### src/rtl/cam_rx_pkg.sv
package cam_rx_pkg;
  localparam int unsigned PIX_W   = 8;
  localparam int unsigned WORD_W  = 2 * PIX_W;
  localparam int unsigned CODES_W = 4 * PIX_W;

  // byte slot of each code inside the code and unmask words
  typedef enum logic [1:0] {
    SLOT_FS = 2'd0,
    SLOT_LS = 2'd1,
    SLOT_LE = 2'd2,
    SLOT_FE = 2'd3
  } code_slot_e;

  typedef struct packed {
    logic sof;
    logic sol;
    logic eol;
    logic eof;
  } cam_evt_t;

  function automatic logic code_hit(input logic [PIX_W-1:0]   rx,
                                    input logic [CODES_W-1:0] codes,
                                    input logic [CODES_W-1:0] unmask,
                                    input code_slot_e         slot);
    logic [PIX_W-1:0] c;
    logic [PIX_W-1:0] m;
    c = codes[int'(slot)*PIX_W +: PIX_W];
    m = unmask[int'(slot)*PIX_W +: PIX_W];
    return ((rx ^ c) & m) == '0;
  endfunction
endpackage

### src/rtl/cam_rx_sampler.sv
module cam_rx_sampler
  import cam_rx_pkg::*;
(
  input  logic             clk,
  input  logic             rst,
  input  logic             pix_clk,
  input  logic [PIX_W-1:0] pix_data,
  input  logic             hsync_in,
  input  logic             vsync_in,
  input  logic             rise_sel,
  output logic             strobe,
  output logic [PIX_W-1:0] s_data,
  output logic             s_hs,
  output logic             s_vs
);
  logic p1, p2;

  always_ff @(posedge clk) begin
    if (rst) begin
      p1     <= 1'b0;
      p2     <= 1'b0;
      s_data <= '0;
      s_hs   <= 1'b0;
      s_vs   <= 1'b0;
    end else begin
      p1     <= pix_clk;
      p2     <= p1;
      s_data <= pix_data;
      s_hs   <= hsync_in;
      s_vs   <= vsync_in;
    end
  end

  assign strobe = rise_sel ? (p1 & ~p2) : (~p1 & p2);


  strobe_spacing_chk: assert property (@(posedge clk) disable iff (rst)
    strobe |=> !strobe);
endmodule

### src/rtl/cam_rx_sync.sv
module cam_rx_sync
  import cam_rx_pkg::*;
#(
  parameter int unsigned GAP_W = 16
) (
  input  logic               clk,
  input  logic               rst,
  input  logic               en,
  input  logic               emb,
  input  logic               hs_hi,
  input  logic               vs_hi,
  input  logic [CODES_W-1:0] codes,
  input  logic [CODES_W-1:0] unmask,
  input  logic [GAP_W-1:0]   gap_lim,
  input  logic               strobe,
  input  logic [PIX_W-1:0]   s_data,
  input  logic               s_hs,
  input  logic               s_vs,
  output logic               byte_v,
  output logic [PIX_W-1:0]   byte_d,
  output cam_evt_t           evt
);
  localparam int unsigned HIST_N = 3;

  logic [HIST_N-1:0][PIX_W-1:0] hist;   // [0] is the oldest byte
  logic [HIST_N-1:0]            hv;
  logic                         in_line, frame_open, la_d, fa_d;
  logic [GAP_W-1:0]             gap_cnt;

  logic pre, infer, hit_ls, hit_le, hit_fs, hit_fe, ev_code;
  logic line_now, frame_now;

  assign pre = (&hv) && (hist[0] == '1) && (hist[1] == '0) && (hist[2] == '0);
  assign infer = (codes[CODES_W-1 -: PIX_W] == '1) && (codes[PIX_W-1:0] == '1);
  assign hit_ls = code_hit(s_data, codes, unmask, SLOT_LS);
  assign hit_le = code_hit(s_data, codes, unmask, SLOT_LE);
  assign hit_fs = code_hit(s_data, codes, unmask, SLOT_FS);
  assign hit_fe = code_hit(s_data, codes, unmask, SLOT_FE);
  assign ev_code = pre && (hit_ls || hit_le || (!infer && (hit_fs || hit_fe)));
  assign frame_now = (s_vs == vs_hi);
  assign line_now  = (s_hs == hs_hi) && frame_now;

  always_ff @(posedge clk) begin
    if (rst || !en) begin
      hist       <= '0;
      hv         <= '0;
      in_line    <= 1'b0;
      frame_open <= 1'b0;
      la_d       <= 1'b0;
      fa_d       <= 1'b0;
      gap_cnt    <= '0;
      byte_v     <= 1'b0;
      byte_d     <= '0;
      evt        <= '0;
    end else begin
      byte_v <= 1'b0;
      evt    <= '0;
      if (strobe) begin
        if (emb) begin
          if (ev_code) begin
            hv <= '0;
            if (hit_ls) begin
              evt.sol <= 1'b1;
              in_line <= 1'b1;
              gap_cnt <= '0;
              if (infer && !frame_open) begin
                evt.sof    <= 1'b1;
                frame_open <= 1'b1;
              end
            end else if (hit_le) begin
              evt.eol <= in_line;
              in_line <= 1'b0;
              gap_cnt <= '0;
            end else if (hit_fs) begin
              evt.sof    <= 1'b1;
              frame_open <= 1'b1;
            end else begin
              evt.eof    <= 1'b1;
              evt.eol    <= in_line;
              frame_open <= 1'b0;
              in_line    <= 1'b0;
            end
          end else begin
            byte_v <= hv[0] && in_line;
            byte_d <= hist[0];
            hist   <= {s_data, hist[2], hist[1]};
            hv     <= {1'b1, hv[2], hv[1]};
            if (infer && frame_open && !in_line) begin
              if (gap_cnt == gap_lim) begin
                evt.eof    <= 1'b1;
                frame_open <= 1'b0;
                gap_cnt    <= '0;
              end else begin
                gap_cnt <= gap_cnt + 1'b1;
              end
            end
          end
        end else begin
          byte_v  <= line_now;
          byte_d  <= s_data;
          evt.sof <= frame_now && !fa_d;
          evt.eof <= !frame_now && fa_d;
          evt.sol <= line_now && !la_d;
          evt.eol <= !line_now && la_d;
          la_d    <= line_now;
          fa_d    <= frame_now;
        end
      end
    end
  end


  idle_when_off_chk: assert property (@(posedge clk) disable iff (rst)
    !en |=> (!byte_v && (evt == '0)));

  byte_in_line_chk: assert property (@(posedge clk) disable iff (rst)
    (byte_v && emb && en) |-> in_line);

  frame_flags_excl_chk: assert property (@(posedge clk) disable iff (rst)
    !(evt.sof && evt.eof));
endmodule

### src/rtl/cam_rx_packer.sv
module cam_rx_packer
  import cam_rx_pkg::*;
(
  input  logic              clk,
  input  logic              rst,
  input  logic              en,
  input  logic              swap,
  input  logic              byte_v,
  input  logic [PIX_W-1:0]  byte_d,
  input  cam_evt_t          evt_in,
  output logic              out_valid,
  output logic [WORD_W-1:0] out_word,
  output cam_evt_t          evt_out
);
  logic [PIX_W-1:0] half;
  logic             have;

  always_ff @(posedge clk) begin
    if (rst || !en) begin
      half      <= '0;
      have      <= 1'b0;
      out_valid <= 1'b0;
      out_word  <= '0;
      evt_out   <= '0;
    end else begin
      out_valid <= 1'b0;
      evt_out   <= evt_in;
      if (evt_in.sol) begin
        have <= byte_v;
        half <= byte_d;
      end else if (evt_in.eol) begin
        have <= 1'b0;
      end else if (byte_v) begin
        if (have) begin
          out_valid <= 1'b1;
          out_word  <= swap ? {half, byte_d} : {byte_d, half};
          have      <= 1'b0;
        end else begin
          half <= byte_d;
          have <= 1'b1;
        end
      end
    end
  end


  word_spacing_chk: assert property (@(posedge clk) disable iff (rst)
    out_valid |=> !out_valid);
endmodule

### src/rtl/cam_par_rx.sv
module cam_par_rx
  import cam_rx_pkg::*;
#(
  parameter int unsigned GAP_W = 16
) (
  input  logic               clk,
  input  logic               rst,
  input  logic               pix_clk,
  input  logic [PIX_W-1:0]   pix_data,
  input  logic               hsync_in,
  input  logic               vsync_in,
  input  logic               cfg_enable,
  input  logic               cfg_embedded,
  input  logic               cfg_pclk_rise,
  input  logic               cfg_hs_high,
  input  logic               cfg_vs_high,
  input  logic               cfg_swap,
  input  logic [CODES_W-1:0] cfg_codes,
  input  logic [CODES_W-1:0] cfg_unmask,
  input  logic [GAP_W-1:0]   cfg_gap,
  output logic               out_valid,
  output logic [WORD_W-1:0]  out_word,
  output logic               out_sol,
  output logic               out_eol,
  output logic               out_sof,
  output logic               out_eof
);
  logic             strobe, s_hs, s_vs, byte_v;
  logic [PIX_W-1:0] s_data, byte_d;
  cam_evt_t         evt_s, evt_o;

  cam_rx_sampler u_sampler (
    .clk(clk), .rst(rst), .pix_clk(pix_clk), .pix_data(pix_data),
    .hsync_in(hsync_in), .vsync_in(vsync_in), .rise_sel(cfg_pclk_rise),
    .strobe(strobe), .s_data(s_data), .s_hs(s_hs), .s_vs(s_vs)
  );

  cam_rx_sync #(.GAP_W(GAP_W)) u_sync (
    .clk(clk), .rst(rst), .en(cfg_enable), .emb(cfg_embedded),
    .hs_hi(cfg_hs_high), .vs_hi(cfg_vs_high), .codes(cfg_codes),
    .unmask(cfg_unmask), .gap_lim(cfg_gap), .strobe(strobe),
    .s_data(s_data), .s_hs(s_hs), .s_vs(s_vs),
    .byte_v(byte_v), .byte_d(byte_d), .evt(evt_s)
  );

  cam_rx_packer u_packer (
    .clk(clk), .rst(rst), .en(cfg_enable), .swap(cfg_swap),
    .byte_v(byte_v), .byte_d(byte_d), .evt_in(evt_s),
    .out_valid(out_valid), .out_word(out_word), .evt_out(evt_o)
  );

  assign out_sol = evt_o.sol;
  assign out_eol = evt_o.eol;
  assign out_sof = evt_o.sof;
  assign out_eof = evt_o.eof;
endmodule

### config.mk
export PLATFORM = sky130hd
export DESIGN_NAME = cam_par_rx
export DESIGN_NICKNAME = d
export VERILOG_FILES = /design/src/rtl/cam_rx_pkg.sv /design/src/rtl/cam_rx_sampler.sv /design/src/rtl/cam_rx_sync.sv /design/src/rtl/cam_rx_packer.sv /design/src/rtl/cam_par_rx.sv
export SDC_FILE = /design/constraint.sdc
export NUM_CORES = 1
export LEC_CHECK = 0
export ABC_AREA = 1
export BUFFER_PORTS_ARGS = -buffer_cell sky130_fd_sc_hd__buf_2
export CORE_ASPECT_RATIO = 1.25
export CORE_MARGIN = 5
export CORE_UTILIZATION = 59
export DETAILED_ROUTE_END_ITERATION = 8
export PLACE_DENSITY_LB_ADDON = 0.15
export RECOVER_POWER = 100
export SYNTH_ARGS = -nofsm -noshare
export SYNTH_HDL_FRONTEND = slang
export SYNTH_HIERARCHICAL = 1
export SYNTH_SLANG_ARGS = --single-unit
### constraint.sdc
create_clock -name clk -period 2.52 [get_ports clk]
set_input_delay 0.504 -clock clk [delete_from_list [all_inputs] [get_ports clk]]
set_output_delay 0.504 -clock clk [all_outputs]
set_load 0.05 [all_outputs]
==> results.md <==
- Via Count: 5452
- Final Hold Vio Count: 0
- Fillers: roughly 910
- CP endpoint kind: flop
- GRT Total Usage: 0.224
- Max Transition Viols Final: 0
- Crit path required time: roughly 2.8 ns
- Row count: 40
- Crit share post-route: 0.833
- DRT iter0 DRCs: 250
- Residual DRC: 0
- Number of I/O pins: 120
- Element type at the critical path start: flop
- DRT Wirelength: about 13000 um
- CTS tree: built
- Post-Route Skew: 0.00881 ns
- Sequential element share of the synthesized area: 0.361
- Setup_tns: 0 ns
- Yosys Warn Count: 6
- EDFF count, synth: 0
- Least-Margin Pin Slew: 0.836 ns
- Worst VDD drop: 0.336 mV
- Post-Syn Instances: 893
- Detail Placement HPWL: 9850 um
- Core area: approximately 0.0095 sq mm
- First-pass GRT wire length: 21800 um
- Tmin final: roughly 2.1 ns
- Fmax achieved: 476 MHz
- Most frequent cells in the layout: nand2_1, nor2_1, inv_1
- Most common cell after layout, fill and taps aside: nand2_1
- Average wire per standard cell: ~12 um
- Gpl congestion: 0.870
- IO buf count: 119
- Async S/R FF share, synth: 0
- Hold-fix buffers, CTS: 0
- HP Class: in2reg
- Root Buffer: clkbuf_16
- Pleak: 0.00314 uW
- Clk slew on worst S/H paths: around 0.07 ns
- Slew headroom: 0.442
- Unrepaired setup endpoints after global routing: no
- Initial antenna violation count: 0
- Detail Route Antenna Nets: 0
- Largest net degree at the start of global routing: 38
- Data arrival, critical path: 2.33 ns
- Vias/cell: a little under 5
- Power per cell area: approximately 500 mW/mm^2
- Post-cts gate resize count: 0
- CTS Buffer Depth: 2
- Final setup viols: 0
- DP Area: about 0.0063 sq mm
- Synthesized flop and latch total: 102
- Vias in the first global route: 4965
- Final net count: 1100
- Antenna Cells: 0
- CP max FO: 30
- Final Cell Area: approximately 0.0065 sq mm
- Post-Syn Nets: 993
- Critical path class: reg2reg
- Die W: 97.5 um
- Die Height: 119 um
- Outcome: finished, final reports clean
- Total grt overflow: 0
- Fraction of layout cells with a size suffix above 1: 0.143
- Area of the mapped netlist: around 0.0057 sq mm
- Clock sinks: ~100
- Syn avg cell area: ~6.3 sq um
- CTS buffer count: 9
- Layout area overhead: 15.3%
- Maxcap violations: 0
- Pwr Total: between 3000 and 4000 uW
- Ys flop type: dfxtp_1
- H-tree Lvls: 3
- Die ar.: about 0.012 sq mm
- Post CTS Setup Buffer Count: 0
- Drt first pass iters: 7
- Unique masters post-synth: 33
- Worst-skew pair later-pin latency: 0.34 ns
- Initial Util: 0.594
-- critical path, cell delays in order (launching register included) --
cell	delay (ns)
dfxtp_1	0.35
inv_1	0.19
nand2_1	0.07
nand3_1	0.07
nand2_1	0.08
nor2_1	0.12
nand2_1	0.13
nand2_1	0.17
inv_1	0.10
nand3_2	0.11
nand3_4	0.27
a21oi_1	0.24
nor2_1	0.08
-- metal layers --
layer  part of all wire  track usage
met1               0.45        0.280
met2               0.48        0.381
met3              0.056       0.0387
met4              0.016       0.0866
met5                  0            0
-- sequential cells by signal, summed over array words and instances (netlist names), 3 cells and up --
| name | flops |
|---|---|
| u_sync/byte_d | 8 |
| u_packer/evt_out | 4 |
| u_sync/hv | 3 |
| u_sync/hist | 24 |
| u_packer/half | 8 |
| u_packer/out_word | 16 |
| u_sync/evt | 4 |
| u_sync/gap_cnt | 16 |
| u_sampler/s_data | 8 |
-- final timing paths --
check                                           end  slack [ns]                start  depth (start not counted)
worst min register to register  u_packer/evt_out[3]        0.41        u_sync/evt[3]                          2
worst min-delay path            u_sampler/s_data[3]        0.36          pix_data[3]                          3
worst max register to register    u_sync/gap_cnt[2]        0.42  u_sampler/s_data[3]                         12
worst max-delay path              u_sync/gap_cnt[2]        0.42  u_sampler/s_data[3]                         12
-- cell families (layout without fill, tap and decap cells) --
group,Yosys count,after routing,share of synthesized area
AOI/OAI and AO/OA,119,119,0.110
xor gates and xnor gates,28,28,0.0434
adders and majority gates,1,1,0.00221
buffers and inverters,177,289,0.133
DFF,102,102,0.361
and+or+nand+nor,466,466,0.350
-- through the flow --
| stage | hold slack (ns) | cells | utilization | setup slack (ns) |
|---|---|---|---|---|
| 2_1_floorplan | 0.394 | 893 | - | 0.789 |
| 3_3_place_gp | 0.401 | 1115 | 0.659 | 0.417 |
| 3_5_place_dp | 0.403 | 1115 | 0.659 | 0.352 |
| 4_1_cts | 0.347 | 1131 | 0.689 | 0.546 |
| 5_1_grt | 0.371 | 1131 | 0.685 | 0.200 |
| 6_report | 0.356 | 1131 | 0.685 | 0.421 |
-- where the power goes --
part | total [uW] | switching (uW) | internal (uW)
Combinational | 334 | 196 | 138
Sequential | 1650 | 20.3 | 1630
Clock | 1320 | 595 | 726
-- synthesized netlist by cell type (4+ instances only) --
cell type / instances / area share
a21oi_1: 47 / 0.042
buf_2: 9 / 0.0080
buf_6: 8 / 0.016
clkbuf_1: 7 / 0.0047
dfxtp_1: 102 / 0.36
inv_1: 137 / 0.091
inv_2: 11 / 0.0073
nand2_1: 227 / 0.15
nand2_2: 4 / 0.0044
nand2_4: 4 / 0.0080
nand3_1: 53 / 0.047
nand4_1: 9 / 0.010
nor2_1: 140 / 0.093
nor2_2: 4 / 0.0044
nor3_1: 13 / 0.012
o21ai_0: 49 / 0.043
o21ai_1: 19 / 0.017
or2_1: 4 / 0.0044
xnor2_1: 18 / 0.028
xor2_1: 10 / 0.015
-- final cells by class --
class	count	area (sq um)	share of cell area
multi-input combinational	614	2850	0.437
sequential	102	2040	0.313
timing repair buffer	125	626	0.0960
inverter	148	556	0.0853
clock buffer	12	256	0.0394
tap	126	158	0.0242
clock inverter	4	28.8	0.00442
No activity file was read; power rests on OpenSTA's default activity.
